## config.mk

```make
export PLATFORM = sky130hd
export DESIGN_NAME = dual_acc_alu
export DESIGN_NICKNAME = d
export VERILOG_FILES = /design/src/rtl/dual_acc_pkg.sv /design/src/rtl/dual_acc_decode.sv /design/src/rtl/dual_acc_operand.sv /design/src/rtl/dual_acc_addsub.sv /design/src/rtl/dual_acc_alu.sv
export SDC_FILE = /design/constraint.sdc
export NUM_CORES = 1
export LEC_CHECK = 0
export BUFFER_PORTS_ARGS = -buffer_cell sky130_fd_sc_hd__buf_4
export CELL_PAD_IN_SITES_DETAIL_PLACEMENT = 0
export CELL_PAD_IN_SITES_GLOBAL_PLACEMENT = 2
export CORE_MARGIN = 4
export CORE_UTILIZATION = 25
export DETAILED_ROUTE_END_ITERATION = 12
export PLACE_DENSITY = 0.68
export SLEW_MARGIN = 20
export SYNTH_ARGS = -nofsm -noshare
export SYNTH_HDL_FRONTEND = slang
export SYNTH_SLANG_ARGS = --single-unit
```

## constraint.sdc

```tcl
create_clock -name clk -period 3.4 [get_ports clk]
set_clock_uncertainty 0.1 [all_clocks]
set_input_delay 0.68 -clock clk [delete_from_list [all_inputs] [get_ports clk]]
set_output_delay 0.68 -clock clk [all_outputs]
set_load 0.01 [all_outputs]
```

## src/rtl/dual_acc_pkg.sv

```systemverilog
package dual_acc_pkg;
  localparam int OPC_W = 16;

  typedef enum logic [1:0] {ASEL_ACCD, ASEL_ACC0, ASEL_ZERO} asel_e;

  typedef enum logic [3:0] {
    BSEL_ZERO, BSEL_OTHER, BSEL_ACC1, BSEL_ACCD, BSEL_SEC,
    BSEL_PROD, BSEL_IMM8, BSEL_IMM16, BSEL_ONE, BSEL_MID
  } bsel_e;

  typedef struct packed {
    asel_e asel;
    bsel_e bsel;
    logic  sub;
    logic  wr;
    logic  dst;
  } ctl_t;

  typedef struct packed {
    logic       legal;
    logic       two_word;
    logic [1:0] sec_idx;
    ctl_t       ctl;
  } dec_t;
endpackage

```

## src/rtl/dual_acc_decode.sv

```systemverilog
module dual_acc_decode
  import dual_acc_pkg::*;
(
  input  logic [OPC_W-1:0] op_i,
  output dec_t             dec_o
);
  always_comb begin
    dec_o          = '0;
    dec_o.legal    = 1'b1;
    dec_o.sec_idx  = op_i[10:9];
    dec_o.ctl.dst  = op_i[8];
    dec_o.ctl.wr   = 1'b1;
    dec_o.ctl.asel = ASEL_ACCD;
    dec_o.ctl.bsel = BSEL_ZERO;
    casez (op_i[15:8])
      8'b0100_0???: dec_o.ctl.bsel = BSEL_SEC;
      8'b0101_0???: begin dec_o.ctl.bsel = BSEL_SEC; dec_o.ctl.sub = 1'b1; end
      8'b0110_0???: begin dec_o.ctl.asel = ASEL_ZERO; dec_o.ctl.bsel = BSEL_SEC; end
      8'b0100_110?: begin dec_o.ctl.asel = ASEL_ACC0; dec_o.ctl.bsel = BSEL_ACC1; end
      8'b0101_110?: begin dec_o.ctl.bsel = BSEL_OTHER; dec_o.ctl.sub = 1'b1; end
      8'b0100_111?: dec_o.ctl.bsel = BSEL_PROD;
      8'b0101_111?: begin dec_o.ctl.bsel = BSEL_PROD; dec_o.ctl.sub = 1'b1; end
      8'b0000_010?: dec_o.ctl.bsel = BSEL_IMM8;
      8'b0000_011?: begin
        dec_o.ctl.bsel = BSEL_IMM8; dec_o.ctl.sub = 1'b1; dec_o.ctl.wr = 1'b0;
      end
      8'b0111_010?: dec_o.ctl.bsel = BSEL_MID;
      8'b0111_011?: dec_o.ctl.bsel = BSEL_ONE;
      8'b0111_100?: begin dec_o.ctl.bsel = BSEL_MID; dec_o.ctl.sub = 1'b1; end
      8'b0111_101?: begin dec_o.ctl.bsel = BSEL_ONE; dec_o.ctl.sub = 1'b1; end
      8'b0111_110?: begin
        dec_o.ctl.asel = ASEL_ZERO; dec_o.ctl.bsel = BSEL_ACCD; dec_o.ctl.sub = 1'b1;
      end
      8'b0110_110?: begin dec_o.ctl.asel = ASEL_ZERO; dec_o.ctl.bsel = BSEL_OTHER; end
      8'b1000_?001: begin dec_o.ctl.asel = ASEL_ZERO; dec_o.ctl.dst = op_i[11]; end
      8'b1011_?001: begin dec_o.ctl.wr = 1'b0; dec_o.ctl.dst = op_i[11]; end
      8'b1000_0010: begin
        dec_o.ctl.asel = ASEL_ACC0; dec_o.ctl.bsel = BSEL_ACC1;
        dec_o.ctl.sub  = 1'b1;      dec_o.ctl.wr   = 1'b0;
      end
      8'b0000_001?: begin
        dec_o.two_word = 1'b1;
        dec_o.ctl.bsel = BSEL_IMM16;
        if (op_i[7:0] == 8'h80) begin
          dec_o.ctl.sub = 1'b1;
          dec_o.ctl.wr  = 1'b0;
        end else if (op_i[7:0] != 8'h00) begin
          dec_o.legal    = 1'b0;
          dec_o.two_word = 1'b0;
        end
      end
      default: dec_o.legal = 1'b0;
    endcase
  end
endmodule

```

## src/rtl/dual_acc_operand.sv

```systemverilog
module dual_acc_operand
  import dual_acc_pkg::*;
#(
  parameter int ACC_W  = 40,
  parameter int WORD_W = 16
) (
  input  asel_e               asel_i,
  input  bsel_e               bsel_i,
  input  logic                dst_i,
  input  logic [1:0]          sec_idx_i,
  input  logic [ACC_W-1:0]    acc0_i,
  input  logic [ACC_W-1:0]    acc1_i,
  input  logic [2*WORD_W-1:0] sec0_i,
  input  logic [2*WORD_W-1:0] sec1_i,
  input  logic [ACC_W-1:0]    prod_i,
  input  logic [7:0]          short_i,
  input  logic [WORD_W-1:0]   long_i,
  output logic [ACC_W-1:0]    a_o,
  output logic [ACC_W-1:0]    b_o
);
  localparam int EXT_W = ACC_W - 2*WORD_W;
  localparam int NHALF = 4;

  function automatic logic [ACC_W-1:0] at_mid(input logic [WORD_W-1:0] w);
    return {{EXT_W{w[WORD_W-1]}}, w, {WORD_W{1'b0}}};
  endfunction

  logic [WORD_W-1:0] half [NHALF];
  for (genvar k = 0; k < NHALF; k++) begin : g_half
    localparam int HI_OFF = (k / 2) * WORD_W;
    if (k % 2 == 0) begin : g_src0
      assign half[k] = sec0_i[HI_OFF +: WORD_W];
    end else begin : g_src1
      assign half[k] = sec1_i[HI_OFF +: WORD_W];
    end
  end

  logic [ACC_W-1:0]  acc_d, acc_x, unit;
  logic [WORD_W-1:0] short_w;

  always_comb begin
    acc_d   = dst_i ? acc1_i : acc0_i;
    acc_x   = dst_i ? acc0_i : acc1_i;
    unit    = {{(ACC_W-1){1'b0}}, 1'b1};
    short_w = {{(WORD_W-8){short_i[7]}}, short_i};
    case (asel_i)
      ASEL_ACCD: a_o = acc_d;
      ASEL_ACC0: a_o = acc0_i;
      default:   a_o = '0;
    endcase
    case (bsel_i)
      BSEL_OTHER: b_o = acc_x;
      BSEL_ACC1:  b_o = acc1_i;
      BSEL_ACCD:  b_o = acc_d;
      BSEL_SEC:   b_o = at_mid(half[sec_idx_i]);
      BSEL_PROD:  b_o = prod_i;
      BSEL_IMM8:  b_o = at_mid(short_w);
      BSEL_IMM16: b_o = at_mid(long_i);
      BSEL_ONE:   b_o = unit;
      BSEL_MID:   b_o = unit << WORD_W;
      default:    b_o = '0;
    endcase
  end
endmodule

```

## src/rtl/dual_acc_addsub.sv

```systemverilog
module dual_acc_addsub #(
  parameter int ACC_W = 40
) (
  input  logic [ACC_W-1:0] a_i,
  input  logic [ACC_W-1:0] b_i,
  input  logic             sub_i,
  output logic [ACC_W-1:0] sum_o,
  output logic             zero_o,
  output logic             sign_o,
  output logic             ovf_o
);
  localparam int MSB = ACC_W - 1;
  logic [ACC_W-1:0] b_eff;

  always_comb begin
    b_eff  = sub_i ? ~b_i : b_i;
    sum_o  = a_i + b_eff + {{(ACC_W-1){1'b0}}, sub_i};
    zero_o = (sum_o == '0);
    sign_o = sum_o[MSB];
    ovf_o  = (a_i[MSB] == b_eff[MSB]) && (sum_o[MSB] != a_i[MSB]);
  end
endmodule

```

## src/rtl/dual_acc_alu.sv

```systemverilog
module dual_acc_alu
  import dual_acc_pkg::*;
#(
  parameter int ACC_W  = 40,
  parameter int WORD_W = 16
) (
  input  logic                clk,
  input  logic                rst_n,
  input  logic                op_valid,
  input  logic [OPC_W-1:0]    op_word,
  input  logic                imm_valid,
  input  logic [WORD_W-1:0]   imm_word,
  input  logic [2*WORD_W-1:0] sec0,
  input  logic [2*WORD_W-1:0] sec1,
  input  logic [ACC_W-1:0]    prod,
  output logic [ACC_W-1:0]    acc0,
  output logic [ACC_W-1:0]    acc1,
  output logic                flag_zero,
  output logic                flag_sign,
  output logic                flag_ovf
);
  localparam int NACC = 2;

  // reset: asserted at once, released two clocks later
  logic [1:0] rst_sync_q;
  logic       rst_ni;
  always_ff @(posedge clk or negedge rst_n) begin
    if (!rst_n) rst_sync_q <= 2'b00;
    else        rst_sync_q <= {rst_sync_q[0], 1'b1};
  end
  assign rst_ni = rst_sync_q[1];

  dec_t dec;
  dual_acc_decode u_dec (.op_i(op_word), .dec_o(dec));

  logic pend_q, pend_d;
  ctl_t pend_ctl_q, pend_ctl_d;
  logic run_one, start_two, run_imm, exec;
  ctl_t ctl;

  always_comb begin
    run_one    = op_valid & ~pend_q & dec.legal & ~dec.two_word;
    start_two  = op_valid & ~pend_q & dec.legal &  dec.two_word;
    run_imm    = pend_q & imm_valid;
    exec       = run_one | run_imm;
    ctl        = run_imm ? pend_ctl_q : dec.ctl;
    pend_d     = start_two | (pend_q & ~imm_valid);
    pend_ctl_d = start_two ? dec.ctl : pend_ctl_q;
  end

  always_ff @(posedge clk or negedge rst_ni) begin
    if (!rst_ni) begin
      pend_q     <= 1'b0;
      pend_ctl_q <= '0;
    end else begin
      pend_q     <= pend_d;
      pend_ctl_q <= pend_ctl_d;
    end
  end

  logic [ACC_W-1:0] acc_q [NACC];
  logic [ACC_W-1:0] a_val, b_val, res;
  logic             res_z, res_s, res_v;

  dual_acc_operand #(.ACC_W(ACC_W), .WORD_W(WORD_W)) u_opnd (
    .asel_i(ctl.asel), .bsel_i(ctl.bsel), .dst_i(ctl.dst),
    .sec_idx_i(dec.sec_idx), .acc0_i(acc_q[0]), .acc1_i(acc_q[1]),
    .sec0_i(sec0), .sec1_i(sec1), .prod_i(prod),
    .short_i(op_word[7:0]), .long_i(imm_word),
    .a_o(a_val), .b_o(b_val)
  );

  dual_acc_addsub #(.ACC_W(ACC_W)) u_add (
    .a_i(a_val), .b_i(b_val), .sub_i(ctl.sub),
    .sum_o(res), .zero_o(res_z), .sign_o(res_s), .ovf_o(res_v)
  );

  for (genvar i = 0; i < NACC; i++) begin : g_acc
    logic             en;
    logic [ACC_W-1:0] q;
    assign en = exec & ctl.wr & (ctl.dst == 1'(i));
    always_ff @(posedge clk or negedge rst_ni) begin
      if (!rst_ni)  q <= '0;
      else if (en)  q <= res;
    end
    assign acc_q[i] = q;
  end

  logic [2:0] flags_q;
  always_ff @(posedge clk or negedge rst_ni) begin
    if (!rst_ni)    flags_q <= 3'b000;
    else if (exec)  flags_q <= {res_z, res_s, res_v};
  end

  assign acc0      = acc_q[0];
  assign acc1      = acc_q[1];
  assign flag_zero = flags_q[2];
  assign flag_sign = flags_q[1];
  assign flag_ovf  = flags_q[0];

  // unmatched words change nothing
  assert_undecoded_hold_R11: assert property (@(posedge clk) disable iff (!rst_ni)
    (op_valid && !pend_q && !dec.legal && !imm_valid)
      |=> ($stable(acc0) && $stable(acc1) && $stable(flags_q)));

  // compare and test ops leave both accumulators alone
  assert_flags_only_R12: assert property (@(posedge clk) disable iff (!rst_ni)
    (exec && !ctl.wr) |=> ($stable(acc0) && $stable(acc1)));

  // zero and sign flags agree with the accumulator just written
  assert_zero_flag_R10: assert property (@(posedge clk) disable iff (!rst_ni)
    (exec && ctl.wr) |=> (flag_zero == (acc_q[$past(ctl.dst)] == '0)));
  assert_sign_flag_R10: assert property (@(posedge clk) disable iff (!rst_ni)
    (exec && ctl.wr) |=> (flag_sign == acc_q[$past(ctl.dst)][ACC_W-1]));

  // register load clears the bottom word and the overflow flag
  assert_load_low_clear_R4: assert property (@(posedge clk) disable iff (!rst_ni)
    (run_one && ctl.asel == ASEL_ZERO && ctl.bsel == BSEL_SEC)
      |=> (acc_q[$past(ctl.dst)][WORD_W-1:0] == '0 && !flag_ovf));

  // while waiting for the second word nothing moves
  assert_wait_hold_R9: assert property (@(posedge clk) disable iff (!rst_ni)
    (pend_q && !imm_valid) |=> ($stable(acc0) && $stable(acc1) && $stable(flags_q)));
endmodule

```

==> results of run 1 <==
[sequential cells by signal, indices dropped and copies added (netlist names)]
name	cells
pend_ctl_q	9
acc1	40
pend_q	1
acc0	40
flags_q	3
rst_sync_q	2
[kinds of logic (layout without fill, tap and decap cells)]
group	count (synthesis)	after routing	synth area share
simple gates	303	303	0.1647
other cells	1	2	0.0004107
mux	74	74	0.1191
xor+xnor	67	67	0.06426
buf+inv	100	747	0.04412
flops	95	95	0.2603
fa+ha+maj	39	39	0.05426
compound gates	362	362	0.2928
[critical path, delay by kind of cell]
kind | cells | cell delay (ps)
AOI/OAI and AO/OA | 12 | 2400
xor gates and xnor gates | 2 | 250
adders and majority gates | 1 | 380
buffers and inverters | 6 | 950
and+or+nand+nor | 8 | 1620
[synth_stat cells (7+ instances only)]
| library cell | number |
|---|---|
| o21ai_1 | 8 |
| a21o_1 | 18 |
| mux4_2 | 24 |
| nor2_1 | 59 |
| a22o_1 | 53 |
| a221oi_1 | 16 |
| dfrtp_1 | 95 |
| nand2_1 | 108 |
| and3_1 | 8 |
| a31oi_1 | 13 |
| mux2i_1 | 16 |
| nand4_1 | 15 |
| xor2_1 | 34 |
| nor3_1 | 16 |
| nand2b_1 | 12 |
| inv_1 | 23 |
| o21bai_1 | 7 |
| xnor2_1 | 33 |
| o31ai_1 | 12 |
| o211ai_1 | 14 |
| buf_1 | 11 |
| a222oi_1 | 20 |
| mux2_2 | 33 |
| ha_1 | 38 |
| clkbuf_1 | 56 |
| a21oi_1 | 52 |
| nor2b_1 | 23 |
| nand3_1 | 17 |
| a22oi_1 | 9 |
| o21ai_0 | 78 |
| buf_2 | 7 |
[worst max path at each step]
stage                     depth (start not counted)         from         end  slack (ps)
after global routing                             28  op_word[14]  flags_q[2]       -2930
after global placement                           24  op_word[14]  flags_q[2]       -2920
after detailed placement                         24  op_word[11]  flags_q[2]       -3060
final                                            29  op_word[14]  flags_q[2]       -2690
after CTS                                        25  op_word[14]  flags_q[2]       -2460
after floorplan                                  28  op_word[11]  flags_q[2]       -2390
[cell type report]
class                           instances  area share
Antenna cell                            1   0.0001512
Clock buffer                           10     0.01384
Clock inverter                          6    0.003252
Inverter                               23    0.005369
Multi-Input combinational cell        846      0.4549
Sequential cell                        95      0.1439
Tap cell                              461     0.03486
Timing Repair Buffer                  708      0.3438
[through the flow]
step | TNS (ps) | std cells | instance area (µm²)
6_report | -123030 | 2150 | 16550
5_1_grt | -140220 | 2150 | 16550
4_1_cts | -109650 | 2124 | 16010
3_5_place_dp | -151470 | 2052 | 14520
3_3_place_gp | -147840 | 2052 | 14520
2_1_floorplan | -103470 | 1041 | 9485
[layer usage]
layer / global-route usage / routed length, µm
met1: 0.2825 / 19020
met2: 0.3597 / 20930
met3: 0.04535 / 2540
met4: 0.06282 / 1026
met5: 0 / 0
[what timing repair did]
action	in CTS	in global routing
gates resized for setup	194	65
setup endpoints to repair	81	81
buffers inserted	57	25
cloned	2	0
pin swaps	63	40
hold buffers	1	0
endpoints found under the hold margin	2	0
[power groups by stage]
stage               logic, mW  clock network, mW  registers (mW)
detailed placement       5.48                  0            1.86
global route             6.79               1.09            1.90
CTS                      6.06               1.05            1.84
global placement         5.47                  0            1.85
finish                   6.31               1.02            1.85
floorplan                2.10                  0            2.06
==> results.json, run 1 <==
{
  "final_common_cell": "buf_4",
  "synthArstFlopShare": 1.000,
  "start_util": 0.2549,
  "pre_cts_ws_ps": -3064,
  "reg2regPathDepth": 26,
  "finalNetCount": 1862,
  "outcome": "complete, but fails checks",
  "crit_type": "in2reg",
  "max_clock_freq_mhz": 164.3,
  "r2r_end": "flags_q[2]",
  "violations": "setup timing",
  "synth_area_leader_cell": "dfrtp_1",
  "hp-start": "rst_sync_q[0]",
  "worst_slack_ps": -2687,
  "syn_inst": 1041,
  "critPathLaunchType": "primary input",
  "seq_area_frac_synth": 0.2603,
  "worst_pin_slew_ps": 812.0,
  "gp_congestion": 0.9066,
  "worstSetupEndpointType": "flop",
  "dr_total_vias": 11069,
  "relSlewSlack": 0.4586,
  "worstPathRequired_ps": 3610,
  "gr-total-overflow": 0,
  "p_seq_frac": 0.201,
  "hpwl_mm": 34.88,
  "timing.rr.start": "pend_q",
  "core_area_um2": 35830,
  "clock_sinks": 95,
  "wl_per_cell_um": 20.24,
  "grt_pass1_vias": 11323,
  "ys_seq_elements": 95,
  "grt_pass1_wl_mm": 65.74,
  "synth_edf_count": 0,
  "maxCapViolations": 0,
  "setup_viol": 81,
  "netlist_top_cells_area": "dfrtp_1 26%, mux4_2 5.9%, ha_1 5.2%",
  "ff_latch_area_um2": 2381,
  "routed_wl_mm": 43.52,
  "p_leak_nw": 7.871,
  "pwr_density_cell_nw_per_um2": 554.4,
  "htree_levels": 3,
  "drtIter0Drc": 682,
  "routed_via_density": 5.148,
  "ys_warn_count": 0,
  "reg2reg_setup_slack_ps": -2470,
  "cts_tree": "done",
  "rsz0062_at_grt": "true",
  "die_area_um2": 39650,
  "power_frac_comb": 0.687,
  "maxSlewViolCount": 0,
  "grt_max_degree": 56,
  "io_pins": 223,
  "worst-path-max-fanout": 12,
  "hold_slack_ps": 250.6,
  "whs_endpoint": "rst_sync_q[1]",
  "finalPower_mw": 9.172,
  "p_int_mw": 5.419,
  "fp.dieH_um": 199.1,
  "synth_flop_cell": "dfrtp_1",
  "avgSynthCellArea_um2": 8.772,
  "critPathSlowestCell": "or4b_4",
  "swShare": 0.4092,
  "cp.arrival_ps": 6300,
  "firstDrtPassIters": 6,
  "fin_crit_ps": 6087,
  "final_cell_mix": "639 x buf_4, 98 x nand2_1, 94 x dfrtp_1",
  "crit_top_cell": "buf_4",
  "fin_util": 0.4618,
  "die_w_um": 199.1,
  "syn_area_um2": 9131,
  "hold_viol": 0,
  "num-fill-cells": 3472,
  "multi_input_area_um2": 7526,
  "power.share.clock": 0.111,
  "drive_gt1_frac": 0.5705,
  "track_usage": 0.2156,
  "drc": 0,
  "drtAntennaViolNets": 0,
  "synth_fp_nets": 1220,
  "worstHoldPathType": "reg2reg",
  "slowest_delay_ps": 490,
  "clkLatencyLatePin_ps": 370,
  "synth_cell_types": 92,
  "antenna_found_initial": 3,
  "clk_pin_slew_worst_paths_ps": 80,
  "numCtsBuffers": 9,
  "worstHoldPathCells": 0,
  "vdd_drop_max_v": 0.0002332,
  "cts-root-buf": "clkbuf_16",
  "synth_top_area_frac": 0.2603,
  "period_share": 1.790,
  "p_sw_mw": 3.753,
  "area_growth_pct": 81.20,
  "cts.path.max_buffers": 2,
  "numPortBuffers": 222,
  "rows": 69
}
(Power assumes the default switching activity.)
==> run 2: changes to the inputs <==
- GPL_TIMING_DRIVEN: default -> 0
==> run 2 against run 1 <==
The flow still finishes with violations (setup timing). Clock power grew 9.8%. Critical endpoint unchanged. Sequential power grew 12%. Global-route usage shrank 0.31 points. Die area is the same. First-iteration DRC count grew 12%.
==> results.json, run 2 (same netlist as run 1, synthesis figures left out) <==
{
  "drc": 0,
  "wl_met2_mm": 21.53,
  "top_layer": "met4",
  "cts-root-buf": "clkbuf_16",
  "cts.path.max_buffers": 2,
  "finalNetCount": 1554,
  "routed_wl_mm": 43.20,
  "antenna_found_initial": 0,
  "final_common_cell": "buf_4",
  "numPortBuffers": 217,
  "clk_pin_slew_worst_paths_ps": 80,
  "critPathLaunchType": "primary input",
  "hold_slack_ps": 248.2,
  "setup_viol": 79,
  "wl_per_cell_um": 23.46,
  "relSlewSlack": 0.3773,
  "period_share": 1.827,
  "drive_gt1_frac": 0.4935,
  "pwr_density_cell_nw_per_um2": 561.1,
  "area_growth_pct": 59.18,
  "hold_viol": 0,
  "vdd_drop_max_v": 0.0002726,
  "gp_congestion": 0.8796,
  "rows": 69,
  "num-fill-cells": 3570,
  "grt_pass1_wl_mm": 63.61,
  "grt_pass1_vias": 10067,
  "track_usage": 0.2125,
  "fin_crit_ps": 6211,
  "pre_cts_ws_ps": -4583,
  "fp.dieH_um": 199.1,
  "p_leak_nw": 6.318,
  "route.met3.wl_mm": 2.504,
  "hpwl_mm": 33.62,
  "wl_met1_mm": 18.59,
  "worst_slack_ps": -2811,
  "max_clock_freq_mhz": 161.0,
  "worstSetupEndpointType": "flop",
  "core_area_um2": 35830,
  "final_cell_mix": "308 x buf_4, 95 x nand2_1, 94 x dfrtp_1",
  "clkLatencyLatePin_ps": 370,
  "maxCapViolations": 0,
  "reg2regPathDepth": 23,
  "dr_total_vias": 10097,
  "htree_levels": 3,
  "start_util": 0.2549,
  "cts_tree": "done",
  "maxSlewViolCount": 0,
  "routed_via_density": 5.485,
  "io_pins": 223,
  "die_area_um2": 39650,
  "firstDrtPassIters": 8,
  "violations": "setup timing",
  "die_w_um": 199.1,
  "worstPathRequired_ps": 3610,
  "cp.arrival_ps": 6420,
  "grt_max_degree": 53,
  "numCtsBuffers": 9,
  "outcome": "complete, but fails checks",
  "gr-total-overflow": 0,
  "drtIter0Drc": 764,
  "rsz0062_at_grt": "true",
  "antennaDiodeCount": 0,
  "startpoint": "op_word[11]",
  "timing.rr.start": "pend_q",
  "crit_type": "in2reg",
  "worst-path-max-fanout": 6,
  "drtAntennaViolNets": 0,
  "worstHoldPathType": "reg2async",
  "finalPower_mw": 8.155,
  "clock_sinks": 95,
  "worst_pin_slew_ps": 934.0
}
## run 2: cell count changes in the layout (fill, tap and decap cells not counted), sizes merged
cell / delta
diode: -1
clkinv: -2
clkbuf: +43
buf: -349
bufinv: +1
inv: -2
clkinvlp: +1
## run 2: path summary, 6_finish.rpt
kind / end / slack, ps
max in group asynchronous: acc1[8] / 2250
worst max-delay path: flags_q[2] / -2810
min in group clk: rst_sync_q[1] / 260
worst max register to register: flags_q[2] / -2690
worst min register to register: flags_q[2] / 250
worst min-delay path: flags_q[2] / 250
## run 2: final cells by class
type	count	area (µm²)	area share
multi-input combinational	846	7940	0.5463
timing repair buffer	330	2631	0.1810
sequential	95	2381	0.1638
buffer	70	604.3	0.04158
tap	461	576.8	0.03968
clock buffer	12	256.5	0.01765
inverter	23	91.34	0.006284
clock inverter	4	53.80	0.003701
## run 2: power breakdown
part | switching [mW] | internal [mW] | total, mW
combinational | 2.53 | 2.43 | 4.96
clock | 0.509 | 0.615 | 1.12
sequential | 0.564 | 1.50 | 2.07
total | 3.60 | 4.55 | 8.16
## run 2: critical path, stage by stage
cell and delay, ps:
buf_12 110, nor4_4 280, buf_4 150, o2bb2a_4 160
a31o_1 210, buf_6 140, nor2b_4 190, xnor2_4 150
buf_8 170, a22o_1 190, a222oi_1 420, xor2_1 150
ha_1 370, nand4_1 160, nor2_2 160, a31oi_4 110
o211ai_1 420, a21oi_2 120, a21o_1 230, nor2b_2 180
xnor2_2 150, nor2_2 170, nand4_1 130, or4_4 580
nor4_4 290, o2111ai_2 220, nand2_1 110
## run 2: repair_timing
action | 4_1_cts | 5_1_grt
hold buffers | 1 | 0
buffers inserted | 70 | 41
cloned | 1 | 0
pin swaps | 77 | 81
gates resized for setup | 247 | 145
endpoints found under the setup margin | 83 | 82
hold endpoints to repair | 2 | 0
## run 2: routing by layer
| metal | up-vias | global-route usage |
|---|---|---|
| li1 | 4672 | - |
| met1 | 5053 | 0.2801 |
| met2 | 340 | 0.3676 |
| met3 | 32 | 0.03659 |
| met4 | 0 | 0.04357 |
| met5 | - | 0 |
## run 2: per-stage QoR
step	TNS, ps	area [µm²]	std cells	util
floorplan	-103470	9485	1041	-
CTS	-115670	13650	1800	0.3810
global placement	-317560	11690	1719	0.3263
finish	-116190	14540	1841	0.4057
detailed placement	-227760	11730	1720	0.3273
global route	-130910	14540	1841	0.4057
==> run 3: changes to the inputs <==
- CORE_ASPECT_RATIO: default -> 0.5
==> run 3 against run 2 <==
The run still ends with setup timing left. Largest cell class unchanged. Combinational power up 5.8%. Hold slack better by 12 ps. Power up 4.4%.
==> results.json, run 3 (same netlist as run 1, synthesis figures left out) <==
{
  "power_frac_comb": 0.617,
  "drive_gt1_frac": 0.4982,
  "start_util": 0.2537,
  "drtAntennaViolNets": 0,
  "track_usage": 0.2188,
  "crit_top_cell": "buf_6",
  "multi_input_area_um2": 7809,
  "area_growth_pct": 62.73,
  "numPortBuffers": 217,
  "fp.dieH_um": 143.1,
  "gr-total-overflow": 0,
  "wl_per_cell_um": 24.04,
  "gp_congestion": 0.9058,
  "hold_viol": 0,
  "grt_pass1_vias": 10306,
  "worst_slack_ps": -2847,
  "maxCapViolations": 0,
  "grt_max_degree": 54,
  "die_w_um": 278.3,
  "ff_latch_area_um2": 2381,
  "outcome": "complete, but fails checks",
  "cts_tree": "done",
  "numCtsBuffers": 9,
  "maxSlewViolCount": 0,
  "max_clock_freq_mhz": 160.1,
  "firstDrtPassIters": 5,
  "worst-path-max-fanout": 4,
  "critPathLaunchType": "primary input",
  "pwr_density_cell_nw_per_um2": 572.7,
  "antenna_found_initial": 0,
  "fin_crit_ps": 6247,
  "clock_sinks": 95,
  "p_seq_frac": 0.240,
  "rows": 49,
  "dr_total_vias": 10350,
  "cp.arrival_ps": 6470,
  "clkLatencyLatePin_ps": 390,
  "htree_levels": 3,
  "antennaDiodeCount": 0,
  "power.share.clock": 0.143,
  "worst_pin_slew_ps": 1037,
  "vdd_drop_max_v": 0.0002517,
  "setup_viol": 81,
  "finalNetCount": 1595,
  "p_sw_mw": 3.721,
  "swShare": 0.4373,
  "totalNegativeSetupSlack_ps": -123730,
  "worstSetupEndpointType": "flop",
  "pre_cts_ws_ps": -4598,
  "die_area_um2": 39830,
  "cts-root-buf": "clkbuf_16",
  "p_leak_nw": 6.535,
  "rsz0062_at_grt": "true",
  "cts.path.max_buffers": 2,
  "num-fill-cells": 3562,
  "clk_pin_slew_worst_paths_ps": 70,
  "hpwl_mm": 33.80,
  "worstHoldPathType": "reg2reg",
  "relSlewSlack": 0.3085,
  "grt_pass1_wl_mm": 65.93,
  "io_pins": 223,
  "crit_type": "in2reg",
  "final_cell_mix": "329 x buf_4, 95 x nand2_1, 94 x dfrtp_1",
  "worstPathRequired_ps": 3620,
  "critPathSlowestCell": "or4b_4",
  "drc": 0,
  "core_area_um2": 35990,
  "drtIter0Drc": 860,
  "period_share": 1.837,
  "p_int_mw": 4.789,
  "violations": "setup timing",
  "routed_wl_mm": 45.80,
  "final_common_cell": "buf_4",
  "routed_via_density": 5.433,
  "slowest_delay_ps": 490
}
run 3: cell count changes in the layout (fill, tap and decap cells not counted), sizes merged:
cell      before  now
bufinv         1    2
buf          358  395
clkbuf        53   54
mux2          34   35
inv           24   27
clkinvlp       2    0
run 3: layout make-up:
class	instances	area share
sequential	95	0.1602
clock inverter	6	0.006568
multi-input combinational	847	0.5255
inverter	23	0.005978
buffer	69	0.04050
clock buffer	10	0.01608
timing repair buffer	371	0.2044
tap	484	0.04075
run 3: power by group through the flow:
stage / combinational (mW) / clock (mW) / sequential, mW
detailed placement: 3.77 / 0 / 2.04
global route: 5.59 / 1.28 / 2.11
CTS: 4.61 / 1.25 / 2.03
finish: 5.25 / 1.21 / 2.04
floorplan: 2.10 / 0 / 2.06
global placement: 3.74 / 0 / 2.04
run 3: metrics by stage:
stage | util | std cells | instance area, µm² | power [mW] | hold WS [ps]
floorplan | - | 1041 | 9485 | 4.156 | 231.2
global placement | 0.3257 | 1742 | 11720 | 5.776 | 237.3
detailed placement | 0.3267 | 1743 | 11760 | 5.817 | 245.1
CTS | 0.3882 | 1855 | 13970 | 7.890 | 262.9
global route | 0.4129 | 1905 | 14860 | 8.986 | 270.7
finish | 0.4129 | 1905 | 14860 | 8.511 | 259.9
run 3: critical path, delay by kind of cell:
family / cells / cell delay [ps]
buffers and inverters: 6 / 800
xor gates and xnor gates: 1 / 170
adders and majority gates: 1 / 300
AOI/OAI and AO/OA: 13 / 2760
and+or+nand+nor: 8 / 1760
run 3: repair_timing:
item                       in CTS  in global routing
hold buffers                    1                  0
hold endpoints to repair        2                  0
resized for setup             259                115
pin swaps                     103                 88
cloned                          4                  0
buffers inserted              103                 52
setup endpoints to repair      83                 82
run 3: path summary, 6_finish.rpt:
path | startpoint | end | slack [ps] | cells after the start
setup / recovery | op_word[14] | flags_q[2] | -2850 | 29
hold / removal | rst_sync_q[0] | rst_sync_q[1] | 260 | 0
setup reg to reg | pend_q | flags_q[2] | -2760 | 28
hold reg to reg | rst_sync_q[0] | rst_sync_q[1] | 260 | 0
max in group asynchronous | rst_sync_q[1] | acc1[29] | 2170 | 1
min in group asynchronous | rst_sync_q[1] | acc1[5] | 320 | 0
run 3: routing by layer:
metal / global-route usage / up-vias / wire length [µm]
li1: - / 4753 / -
met5: 0 / - / 0
met1: 0.3061 / 5247 / 20890
met4: 0.05834 / 0 / 938
met2: 0.3490 / 299 / 21320
met3: 0.04068 / 51 / 2640
